`src/rtl/mbus_regs.sv`:
```
module mbus_regs #(
  parameter logic [15:0] STAT_ADDR = 16'hC080
) (
  input  logic       clk,
  input  logic       rst,
  input  logic [7:0] addr_hi,
  input  logic [7:0] ad_in,
  output logic [7:0] ad_out,
  output logic       ad_oe,
  input  logic       ale_n,
  input  logic       psen_n,
  input  logic       rd_n,
  input  logic       wr_n,
  output logic       irq_n,
  input  logic       eng_done,
  input  logic       eng_busy,
  input  logic       eng_err_set,
  input  logic       eng_tx_taken,
  input  logic       eng_rx_valid,
  input  logic [7:0] eng_rx_data,
  output logic [7:0] cfg_ctrl,
  output logic [7:0] cfg_ss,
  output logic [7:0] tx_data,
  output logic       tx_empty,
  output logic       rx_full
);
  localparam logic [3:0] OFS_STAT = 4'h0;
  localparam logic [3:0] OFS_CTRL = 4'h4;
  localparam logic [3:0] OFS_SS   = 4'h8;
  localparam logic [3:0] OFS_TX   = 4'hA;
  localparam logic [3:0] OFS_RX   = 4'hE;

  typedef enum logic [1:0] {S_IDLE, S_DEC, S_XFER, S_END} bus_st_t;
  bus_st_t st;

  logic [7:0] lo_q, ctrl_q, ss_q, tx_q, rx_q;
  logic       rd_cyc_q, err_q, txe_q, rxf_q;

  wire       hit   = {addr_hi, lo_q[7:4]} == STAT_ADDR[15:4];
  wire [3:0] ofs   = lo_q[3:0];
  wire       go    = (st == S_DEC) && hit && (!rd_n || !wr_n);
  wire       wr_go = go && !wr_n;
  wire       rd_go = go && wr_n;
  wire       pend  = err_q | (txe_q & ctrl_q[5]) | (rxf_q & ~ctrl_q[5]);
  wire [7:0] stat  = {eng_done, err_q, eng_busy, ~pend, txe_q, rxf_q, 2'b00};

  always_ff @(posedge clk) begin
    if (rst) begin
      st <= S_IDLE;
      lo_q <= '0;
      rd_cyc_q <= 1'b0;
    end else begin
      case (st)
        S_IDLE: if (!ale_n && psen_n) begin
          st <= S_DEC;
          lo_q <= ad_in;
        end
        S_DEC: if (go) begin
          st <= S_XFER;
          rd_cyc_q <= wr_n;
        end else if (ale_n) st <= S_IDLE;
        S_XFER: if (rd_cyc_q ? rd_n : wr_n) st <= S_END;
        S_END: if (ale_n) st <= S_IDLE;
        default: st <= S_IDLE;
      endcase
    end
  end

  always_ff @(posedge clk) begin
    if (rst) begin
      ctrl_q <= '0;
      ss_q <= '0;
      tx_q <= '0;
      rx_q <= '0;
      err_q <= 1'b0;
      txe_q <= 1'b1;
      rxf_q <= 1'b0;
    end else begin
      if (wr_go && ofs == OFS_CTRL) ctrl_q <= ad_in;
      if (wr_go && ofs == OFS_SS)   ss_q <= ad_in;
      if (wr_go && ofs == OFS_TX)   tx_q <= ad_in;
      if (eng_rx_valid)             rx_q <= eng_rx_data;
      if (eng_err_set) err_q <= 1'b1;
      else if (wr_go && ofs == OFS_STAT && !ad_in[6]) err_q <= 1'b0;
      if (wr_go && ofs == OFS_TX) txe_q <= 1'b0;
      else if (eng_tx_taken)      txe_q <= 1'b1;
      if (eng_rx_valid) rxf_q <= 1'b1;
      else if (rd_go && ofs == OFS_RX) rxf_q <= 1'b0;
    end
  end

  always_comb begin
    case (ofs)
      OFS_STAT: ad_out = stat;
      OFS_CTRL: ad_out = ctrl_q;
      OFS_SS:   ad_out = ss_q;
      OFS_TX:   ad_out = tx_q;
      OFS_RX:   ad_out = rx_q;
      default:  ad_out = 8'h00;
    endcase
  end

  assign ad_oe    = (st == S_XFER) && rd_cyc_q && !rd_n;
  assign irq_n    = ~(pend & ctrl_q[6]);
  assign cfg_ctrl = ctrl_q;
  assign cfg_ss   = ss_q;
  assign tx_data  = tx_q;
  assign tx_empty = txe_q;
  assign rx_full  = rxf_q;
endmodule

```
`config.mk`:
```
export PLATFORM = sky130hd
export DESIGN_NAME = mbus_regs
export DESIGN_NICKNAME = d
export VERILOG_FILES = /design/src/rtl/mbus_regs.sv
export SDC_FILE = /design/constraint.sdc
export NUM_CORES = 1
export LEC_CHECK = 0
export BUFFER_PORTS_ARGS = -buffer_cell sky130_fd_sc_hd__buf_2
export CAP_MARGIN = 20
export CORE_UTILIZATION = 50
export DETAILED_ROUTE_END_ITERATION = 10
export GPL_ROUTABILITY_DRIVEN = 1
export GPL_TIMING_DRIVEN = 1
export MAX_ROUTING_LAYER = met4
export PLACE_DENSITY_LB_ADDON = 0.12
export SYNTH_ARGS = -nofsm -noshare
export SYNTH_HDL_FRONTEND = slang
export SYNTH_SLANG_ARGS = --single-unit
```
`constraint.sdc`:
```
create_clock -name clk -period 2.1 [get_ports clk]
set_clock_uncertainty 0.05 [all_clocks]
set_input_delay 0.21 -clock clk [delete_from_list [all_inputs] [get_ports clk]]
set_output_delay 0.21 -clock clk [all_outputs]
set_load 0.01 [all_outputs]
```
==> results of run 1 <==
-- final cells by class --
cell class | count | area, sq um | share of cell area
inverters | 1 | 3.754 | 0.001418
repair buffers | 80 | 425.4 | 0.1607
well taps | 50 | 62.56 | 0.02363
clock inverters | 2 | 13.76 | 0.005198
multi-input cells | 161 | 1149 | 0.4338
clock buffers | 6 | 72.57 | 0.02741
flip-flops and latches | 46 | 920.9 | 0.3478
-- kinds of logic after synthesis --
kind of cell | Yosys count | share of synthesized area
compound gates | 34 | 0.1207
flops | 46 | 0.4355
buf+inv | 11 | 0.02130
mux | 34 | 0.1615
simple gates | 93 | 0.2609
-- worst reg2reg max path, cell delays in order (launching register included) --
cell,delay (ps)
sky130_fd_sc_hd__dfxtp_1,320
sky130_fd_sc_hd__or4_4,560
sky130_fd_sc_hd__nor4_4,230
sky130_fd_sc_hd__and2_1,410
sky130_fd_sc_hd__mux2i_1,250
-- routing by layer --
layer	wire length, um	vias to the layer above
met2	2400	78
li1	-	943
met5	0	-
met3	327	10
met1	2362	878
met4	109	0
-- worst paths after layout --
kind | end | cells after the start
setup reg to reg | cfg_ss[5]$_SDFFE_PP0P_ | 4
hold reg to reg | lo_q[6]$_SDFFE_PP0P_ | 2
hold / removal | rx_q[1]$_SDFFE_PP0P_ | 3
setup / recovery | ad_out[6] | 5
-- power groups by stage --
stage	combinational, mW	clock, mW	sequential (mW)
final	0.186	0.532	0.909
after global routing	0.204	0.574	0.912
after floorplan	0.106	0	0.923
after CTS	0.186	0.538	0.909
after global placement	0.184	0	0.929
after detailed placement	0.186	0	0.930
-- registers in the layout (all words and copies together) (netlist names) --
signal	flops
cfg_ss	8
cfg_ctrl	8
st	2
err_q	1
rx_full	1
tx_empty	1
lo_q	8
tx_data	8
rx_q	8
rd_cyc_q	1
-- layout by cell type (no fill, tap or decap), drive strengths merged, types with 2 or more instances in the layout --
master / n
nor4b: 2
a221o: 2
or3: 2
a21oi: 9
nor4: 3
nor2b: 2
nand4bb: 2
nor2: 9
a22o: 2
nand2b: 36
nand2: 26
buf: 80
and2: 2
clkinv: 2
clkbuf: 6
dfxtp: 46
mux2i: 33
a222oi: 5
a22oi: 7
a31oi: 2
nor3: 4
-- through the flow --
step | cells | setup WS (ps)
after floorplan | 218 | 341.9
after global placement | 338 | 287.6
after detailed placement | 338 | 238.6
after CTS | 346 | 113.8
after global routing | 346 | 47.48
final | 346 | 128.9
==> qor.tcl, run 1 <==
set qor(ys_ff_latch) 46
set qor(grt_first_pass_wirelength_um) 7990
set qor(final_hold_fails) 0
set qor(max_freq_mhz) 507.3
set qor(finalCritPeriodShare) 0.9386
set qor(post-cts-setup-buffer-count) 0
set qor(fin_tns_setup_ps) 0
set qor(clk-insertion-delay-late_ps) 300
set qor(maxCapViolCount) 0
set qor(num-fill-cells) 357
set qor(path_max_fanout) 9
set qor(fp.dieArea_sq_um) 4493
set qor(maxSlewHeadroom) 0.5548
set qor(clock_tree_from_tritoncts) {done}
set qor(synth.area.top_cells) {sky130_fd_sc_hd__dfxtp_1 44%, sky130_fd_sc_hd__mux2i_1 16%, sky130_fd_sc_hd__nand2b_1 11%}
set qor(initial_core_util) 0.5248
set qor(areaGrowthSynthToFinish_pct) 25.21
set qor(post_route_cells_drive_above_1_share) 0.3277
set qor(static-leakage-power_nw) 1.241
set qor(root_buffer) {sky130_fd_sc_hd__clkbuf_8}
set qor(detail_route.vias_per_cell) 5.517
set qor(ctsHoldBuffers) 0
set qor(syn_area_sq_um) 2115
set qor(wire_length_per_cell_um) 15.03
set qor(power_density_nw_per_um2) 614.3
set qor(crit_required_ps) 1840
set qor(maximum_vdd_drop_mv) 0.5355
set qor(netlist.area_leader.share) 0.4355
set qor(timing.critical_path.to_type) {output port}
set qor(number_of_cells_upsized_or_downsized_after_cts) 0
set qor(p_seq_frac) 0.559
set qor(cp_slowest_stage_delay_ps) 460
set qor(totalPowerFinal_mw) 1.626
set qor(cpMaxStageDelayCell) {sky130_fd_sc_hd__dfxtp_1}
set qor(groute.layer.met3.usage) 0.04623
set qor(synth_sequential_area_ratio) 0.4355
set qor(power.internal_mw) 1.216
set qor(clock_power_share) 0.327
set qor(post-route-cell-area_sq_um) 2648
set qor(r2r_start) {lo_q[4]$_SDFFE_PP0P_}
set qor(pwr-share-comb) 0.114
set qor(initialDrtViolationCount) 188
set qor(worst_ep_arrival_time_ps) 1710
set qor(synthTopCellsByCount) {46 x sky130_fd_sc_hd__dfxtp_1, 36 x sky130_fd_sc_hd__nand2b_1, 33 x sky130_fd_sc_hd__mux2i_1, 24 x sky130_fd_sc_hd__nand2_1}
set qor(io_pins) 71
set qor(setup.worst_path.class) {reg -> out}
set qor(netlist-cell-type-count) 37
set qor(floorplan.die.width_um) 67.03
set qor(startpoint_type) {register}
set qor(rrSetupSlack_ps) 210
set qor(global_route.peak_usage_layer) {met2}
set qor(slew_viol_final) 0
set qor(hp-start) {eng_rx_data[1]}
set qor(timing.critical_path.buf_inv) 2
set qor(synth_flop_cell) {sky130_fd_sc_hd__dfxtp_1}
set qor(crit_start) {lo_q[0]$_SDFFE_PP0P_}
set qor(synth_edf_count) 0
set qor(htree_num_levels) 2
set qor(transition_time_at_the_pin_with_the_least_slew_margin_ps) 667.8
set qor(antenna_cells_inserted) 0
set qor(gp_routability_congestion) 0.8098
set qor(unrepaired_setup_endpoints_after_global_routing) {false}
set qor(global_route.usage.total) 0.2536
set qor(route.final.wire_length_um) 5199
set qor(std_cell_rows) 23
set qor(global_route.usage.met2) 0.3813
set qor(fin_crit_ps) 1971
set qor(hold_path.class) {in -> reg}
set qor(route.detailed.drc) 0
set qor(syn_avg_cell_area_sq_um) 9.700
set qor(port-buffer-count) 70
set qor(ys.warnings.count) 0
set qor(worstPathCellList) {nor3_1 -> buf_4 -> a222oi_1 -> nand2_1 -> buf_2}
set qor(cts.sinks) 46
set qor(grt_overflow) 0
set qor(maximum_number_of_pins_on_one_net_before_global_route_repair) 48
set qor(die_height_um) 67.03
set qor(cts.path.max_buffers) 2
set qor(top_count_cell_post_synth) {sky130_fd_sc_hd__dfxtp_1}
set qor(vias) 1909
set qor(grt_pass1_vias) 1672
set qor(clk_pin_slew_worst_paths_ps) 80
set qor(setup_viol) 0
set qor(power.net_switching_mw) 0.4106
set qor(numCtsBuffers) 5
set qor(cp_top_family) {flip-flops}
set qor(synthArstFlopShare) 0
set qor(netlist_instances) 218
set qor(grt_antenna_before_repair) 0
set qor(final_standard_cell_utilization_of_the_core) 0.6571
set qor(fin_worst_hold_slack_ps) 87.33
set qor(outcome) {completed}
set qor(synth_largest_area_cell) {sky130_fd_sc_hd__dfxtp_1}
set qor(hpwl_detailed_um) 3868
set qor(num-nets-final) 330
set qor(placed_cell_area_sq_um) 2561
set qor(gr-usage-met1) 0.3260
set qor(final_antenna_net_count) 0
set qor(mappedNetlistNets) 253
set qor(coreArea_sq_um) 4029
set qor(switching_share) 0.2524
set qor(detailedRoute.firstPassIterationCount) 5
Note: power is estimated with default switching activity, not from simulation.
==> run 2, diff against run 1 <==
--- a/config.mk
+++ b/config.mk
@@ -10,7 +10,6 @@
 export CORE_UTILIZATION = 50
 export DETAILED_ROUTE_END_ITERATION = 10
 export GPL_ROUTABILITY_DRIVEN = 1
-export GPL_TIMING_DRIVEN = 1
 export MAX_ROUTING_LAYER = met4
 export PLACE_DENSITY_LB_ADDON = 0.12
 export SYNTH_ARGS = -nofsm -noshare
==> constraint.sdc (replaced) <==
create_clock -name clk -period 2.5 [get_ports clk]
set_clock_uncertainty 0.05 [all_clocks]
set_input_delay 0.25 -clock clk [delete_from_list [all_inputs] [get_ports clk]]
set_output_delay 0.25 -clock clk [all_outputs]
set_load 0.01 [all_outputs]
==> qor.tcl, run 2 (synthesized netlist as in run 1, its figures left out) <==
set qor(power.net_switching_mw) 0.3430
set qor(grt_overflow) 0
set qor(grt_first_pass_wirelength_um) 7755
set qor(grt_pass1_vias) 1570
set qor(r2r_start) {lo_q[4]$_SDFFE_PP0P_}
set qor(areaGrowthSynthToFinish_pct) 24.20
set qor(startpoint_type) {register}
set qor(initial_core_util) 0.5248
set qor(power_density_nw_per_um2) 528.3
set qor(worst_r2r_path_depth) 4
set qor(io_pins) 71
set qor(dp_cells) 334
set qor(slew_viol_final) 0
set qor(detailedRoute.firstPassIterationCount) 4
set qor(multi_input_area_sq_um) 1149
set qor(mostFrequentLayoutCell) {sky130_fd_sc_hd__buf_2}
set qor(htree_num_levels) 2
set qor(gp_routability_congestion) 0.7389
set qor(hp-start) {ad_in[1]}
set qor(stdcell_count) 342
set qor(critical_path.reg2reg.endpoint) {cfg_ss[3]$_SDFFE_PP0P_}
set qor(fp.dieArea_sq_um) 4493
set qor(post-cts-setup-buffer-count) 0
set qor(num-fill-cells) 374
set qor(pwr-share-comb) 0.110
set qor(switching_share) 0.2472
set qor(post-route-cell-area_sq_um) 2626
set qor(totalPowerFinal_mw) 1.387
set qor(hold_depth) 3
set qor(power.internal_mw) 1.044
set qor(initialDrtViolationCount) 162
set qor(max_freq_mhz) 498.6
set qor(setup_viol) 0
set qor(timing.critical_path.to_type) {register}
set qor(grt_antenna_before_repair) 0
set qor(static-leakage-power_nw) 1.223
set qor(final_antenna_net_count) 0
set qor(fin_crit_ps) 2006
set qor(floorplan.die.width_um) 67.03
set qor(clk_pin_slew_worst_paths_ps) 90
set qor(global_route.usage.total) 0.2449
set qor(std_cell_rows) 23
set qor(setup.worst_path.class) {reg -> reg}
set qor(path_max_fanout) 6
set qor(p_seq_frac) 0.550
set qor(hold_crit_endpoint) {lo_q[1]$_SDFFE_PP0P_}
set qor(outcome) {completed}
set qor(crit_required_ps) 2680
set qor(maximum_number_of_pins_on_one_net_before_global_route_repair) 56
set qor(die_height_um) 67.03
set qor(detail_route.vias_per_cell) 5.392
set qor(fin_tns_setup_ps) 0
set qor(coreArea_sq_um) 4029
set qor(post_route_cells_drive_above_1_share) 0.3219
set qor(rrSetupSlack_ps) 490
set qor(maxCapViolCount) 0
set qor(wire_length_per_cell_um) 14.68
set qor(num-nets-final) 326
set qor(number_of_cells_upsized_or_downsized_after_cts) 0
set qor(maximum_vdd_drop_mv) 0.3988
set qor(final_critical_path_setup_slack_ps) 494.2
set qor(route.final.wire_length_um) 5020
set qor(numCtsBuffers) 5
set qor(unrepaired_setup_endpoints_after_global_routing) {false}
set qor(route.detailed.drc) 0
set qor(finalCritPeriodShare) 0.8023
set qor(hpwl_detailed_um) 3656
set qor(area.sequential_sq_um) 920.9
set qor(place_worst_setup_slack_ps) 510.1
set qor(clock_tree_from_tritoncts) {done}
set qor(antenna_cells_inserted) 0
set qor(hold_path.class) {in -> reg}
set qor(clk-insertion-delay-late_ps) 300
set qor(final_hold_fails) 0
set qor(cts.path.max_buffers) 2
set qor(maxSlewHeadroom) 0.4791
set qor(cts.sinks) 46
set qor(mostFrequentLayoutCells) {70 x sky130_fd_sc_hd__buf_2, 46 x sky130_fd_sc_hd__dfxtp_1, 36 x sky130_fd_sc_hd__nand2b_1, 33 x sky130_fd_sc_hd__mux2i_1, 24 x sky130_fd_sc_hd__nand2_1}
set qor(root_buffer) {sky130_fd_sc_hd__clkbuf_8}
set qor(vias) 1844
set qor(worst_ep_arrival_time_ps) 2190
set qor(ctsHoldBuffers) 0
set qor(clock_power_share) 0.340
set qor(transition_time_at_the_pin_with_the_least_slew_margin_ps) 781.4
set qor(placed_cell_area_sq_um) 2531
set qor(port-buffer-count) 70
## run 2: layer usage
metal / global-route usage / part of all wire / vias to the layer above
met5: - / 0 / -
met4: 0.07181 / 0.011 / 0
met3: 0.04110 / 0.070 / 8
met2: 0.3713 / 0.45 / 65
met1: 0.3319 / 0.46 / 838
li1: - / - / 933
## run 2: how the worst max path moves through the flow
| stage | from | slack, ps | end |
|---|---|---|---|
| after global routing | lo_q[4]$_SDFFE_PP0P_ | 380 | cfg_ss[2]$_SDFFE_PP0P_ |
| final | lo_q[4]$_SDFFE_PP0P_ | 490 | cfg_ss[3]$_SDFFE_PP0P_ |
| after floorplan | lo_q[4]$_SDFFE_PP0P_ | 740 | tx_empty$_SDFFE_PP1P_ |
| after CTS | lo_q[4]$_SDFFE_PP0P_ | 490 | cfg_ss[2]$_SDFFE_PP0P_ |
| after detailed placement | addr_hi[1] | 510 | cfg_ss[3]$_SDFFE_PP0P_ |
| after global placement | addr_hi[1] | 560 | cfg_ss[1]$_SDFFE_PP0P_ |
## run 2: per-stage QoR
step           hold slack (ps)  utilization
2_1_floorplan            336.0            -
3_3_place_gp             392.5       0.6283
3_5_place_dp             395.1       0.6283
4_1_cts                  138.2       0.6519
5_1_grt                  143.5       0.6519
6_report                 138.0       0.6519
## run 2: power groups by stage
stage / clock network, mW / logic (mW) / registers [mW]
6_report: 0.471 / 0.153 / 0.763
5_1_grt: 0.514 / 0.169 / 0.766
4_1_cts: 0.479 / 0.154 / 0.763
3_5_place_dp: 0 / 0.153 / 0.781
3_3_place_gp: 0 / 0.152 / 0.780
2_1_floorplan: 0 / 0.0887 / 0.775
## run 2: final cells by class
cell class	instances	area share
Clock buffer	6	0.03144
Clock inverter	2	0.004764
Inverter	1	0.001429
Multi-Input combinational cell	161	0.4374
Sequential cell	46	0.3506
Tap cell	50	0.02382
Timing Repair Buffer	76	0.1505
## run 2: worst max-delay path, cell delays in order, from the launching register on
cell and delay [ps]:
sky130_fd_sc_hd__dfxtp_1 320, sky130_fd_sc_hd__or4_4 550, sky130_fd_sc_hd__nor4_4 370, sky130_fd_sc_hd__and2_1 420, sky130_fd_sc_hd__mux2i_1 230
==> run 3, diff against run 2 <==
==> constraint.sdc (replaced) <==
create_clock -name clk -period 1.9 [get_ports clk]
set_clock_uncertainty 0.05 [all_clocks]
set_input_delay 0.19 -clock clk [delete_from_list [all_inputs] [get_ports clk]]
set_output_delay 0.19 -clock clk [all_outputs]
set_load 0.01 [all_outputs]
==> qor.tcl, run 3 (synthesized netlist as in run 1, its figures left out) <==
set qor(post-route-cell-area_sq_um) 2678
set qor(coreArea_sq_um) 4029
set qor(root_buffer) {sky130_fd_sc_hd__clkbuf_8}
set qor(crit_required_ps) 1660
set qor(fin_crit_ps) 1850
set qor(hold_crit_endpoint) {rx_q[5]$_SDFFE_PP0P_}
set qor(io_pins) 71
set qor(num-nets-final) 333
set qor(gp_routability_congestion) 0.8103
set qor(hp-start) {eng_rx_data[5]}
set qor(dp_cells) 339
set qor(grt_pass1_vias) 1619
set qor(grt_first_pass_wirelength_um) 7810
set qor(vias) 1912
set qor(outcome) {completed}
set qor(power.net_switching_mw) 0.4398
set qor(route.detailed.drc) 0
set qor(maxSlewHeadroom) 0.6524
set qor(critical_path.reg2reg.endpoint) {cfg_ss[4]$_SDFFE_PP0P_}
set qor(detailedRoute.firstPassIterationCount) 8
set qor(ctsHoldBuffers) 0
set qor(totalPowerFinal_mw) 1.771
set qor(r2r_start) {lo_q[4]$_SDFFE_PP0P_}
set qor(static-leakage-power_nw) 1.263
set qor(maximum_number_of_pins_on_one_net_before_global_route_repair) 37
set qor(rrSetupSlack_ps) 100
set qor(wire_length_per_cell_um) 15.09
set qor(hold_path.class) {in -> reg}
set qor(post_route_cells_drive_above_1_share) 0.3557
set qor(detail_route.vias_per_cell) 5.494
set qor(timing.critical_path.to_type) {output port}
set qor(hold_depth) 3
set qor(setup_viol) 0
set qor(unrepaired_setup_endpoints_after_global_routing) {true}
set qor(clock_tree_from_tritoncts) {done}
set qor(transition_time_at_the_pin_with_the_least_slew_margin_ps) 521.4
set qor(mostFrequentLayoutCell) {sky130_fd_sc_hd__buf_2}
set qor(worst_r2r_path_depth) 5
set qor(final_standard_cell_utilization_of_the_core) 0.6646
set qor(clock_power_share) 0.316
set qor(maximum_vdd_drop_mv) 0.3713
set qor(switching_share) 0.2483
set qor(crit_start) {lo_q[1]$_SDFFE_PP0P_}
set qor(cts.sinks) 46
set qor(path_max_fanout) 7
set qor(power.internal_mw) 1.332
set qor(initial_core_util) 0.5248
set qor(stdcell_count) 348
set qor(route.final.wire_length_um) 5253
set qor(std_cell_rows) 23
set qor(final_hold_fails) 0
set qor(initialDrtViolationCount) 161
set qor(floorplan.die.width_um) 67.03
set qor(p_seq_frac) 0.567
set qor(antenna_cells_inserted) 0
set qor(clk-insertion-delay-late_ps) 290
set qor(grt_antenna_before_repair) 0
set qor(max_freq_mhz) 540.5
set qor(startpoint_type) {register}
set qor(pwr-share-comb) 0.117
set qor(areaGrowthSynthToFinish_pct) 26.63
set qor(die_height_um) 67.03
set qor(power_density_nw_per_um2) 661.5
set qor(hpwl_detailed_um) 3880
set qor(htree_num_levels) 2
set qor(slew_viol_final) 0
set qor(final_antenna_net_count) 0
set qor(maxCapViolCount) 0
set qor(setup.worst_path.class) {reg -> out}
set qor(clk_pin_slew_worst_paths_ps) 80
set qor(port-buffer-count) 70
set qor(placed_cell_area_sq_um) 2569
set qor(fp.dieArea_sq_um) 4493
set qor(worst_ep_arrival_time_ps) 1610
set qor(grt_overflow) 0
set qor(mostFrequentLayoutCells) {70 x sky130_fd_sc_hd__buf_2, 42 x sky130_fd_sc_hd__dfxtp_1, 36 x sky130_fd_sc_hd__nand2b_1, 33 x sky130_fd_sc_hd__mux2i_1, 23 x sky130_fd_sc_hd__nand2_1}
set qor(cts.path.max_buffers) 2
set qor(numCtsBuffers) 5
set qor(finalCritPeriodShare) 0.9738
set qor(global_route.usage.total) 0.2456
==> run 3: cell count changes in the layout (fill, tap and decap cells not counted), sizes merged <==
cell,delta
buf,+7
clkbuf,-1
clkinv,+1
clkinvlp,-1
==> run 3: worst max-delay path, cell delays in order (launching register included) <==
cell,delay (ps)
sky130_fd_sc_hd__dfxtp_4,370
sky130_fd_sc_hd__nand2_2,70
sky130_fd_sc_hd__nor3_2,40
sky130_fd_sc_hd__buf_4,160
sky130_fd_sc_hd__a222oi_1,430
sky130_fd_sc_hd__nand2_1,100
sky130_fd_sc_hd__buf_2,150
==> run 3: through the flow <==
stage | setup TNS, ps | hold WS (ps) | setup WS, ps
after global routing | -75.11 | 93.06 | -35.78
after floorplan | 0 | 276.0 | 141.9
after CTS | 0 | 78.04 | 6.465
final | 0 | 79.54 | 49.79
after global placement | 0 | 379.3 | 80.94
after detailed placement | 0 | 383.2 | 33.16
==> run 3: final cells by class <==
type	count	area, sq um
clock buffer	5	68.82
clock inverter	2	10.01
fill	368	1351
sequential	46	928.4
timing repair buffer	83	447.9
multi-input combinational	161	1156
inverter	1	3.754
tap	50	62.56
==> run 3: per-layer routing <==
metal / vias up / wire length [um] / GRT usage
li1: 942 / - / -
met1: 887 / 2402 / 0.3201
met2: 76 / 2417 / 0.3738
met3: 7 / 343 / 0.04623
met4: 0 / 89 / 0.09309
met5: - / 0 / -
==> run 3: worst max path at each step <==
| stage | to | slack, ps |
|---|---|---|
| floorplan | tx_empty$_SDFFE_PP1P_ | 140 |
| global placement | tx_empty$_SDFFE_PP1P_ | 80 |
| detailed placement | cfg_ss[4]$_SDFFE_PP0P_ | 30 |
| CTS | ad_out[2] | 6 |
| global route | ad_out[2] | -40 |
| finish | ad_out[2] | 50 |
==> run 3: what timing repair did <==
item,CTS,global route
buffers inserted,0,2
setup endpoints to repair,3,11
gates resized for setup,2,5
pin swaps,1,4
==> run 3: power groups by stage <==
stage / clock [mW] / sequential [mW] / combinational [mW]
finish: 0.560 / 1.00 / 0.206
global route: 0.617 / 1.01 / 0.227
CTS: 0.572 / 1.00 / 0.207
detailed placement: 0 / 1.03 / 0.206
global placement: 0 / 1.03 / 0.204
floorplan: 0 / 1.02 / 0.117
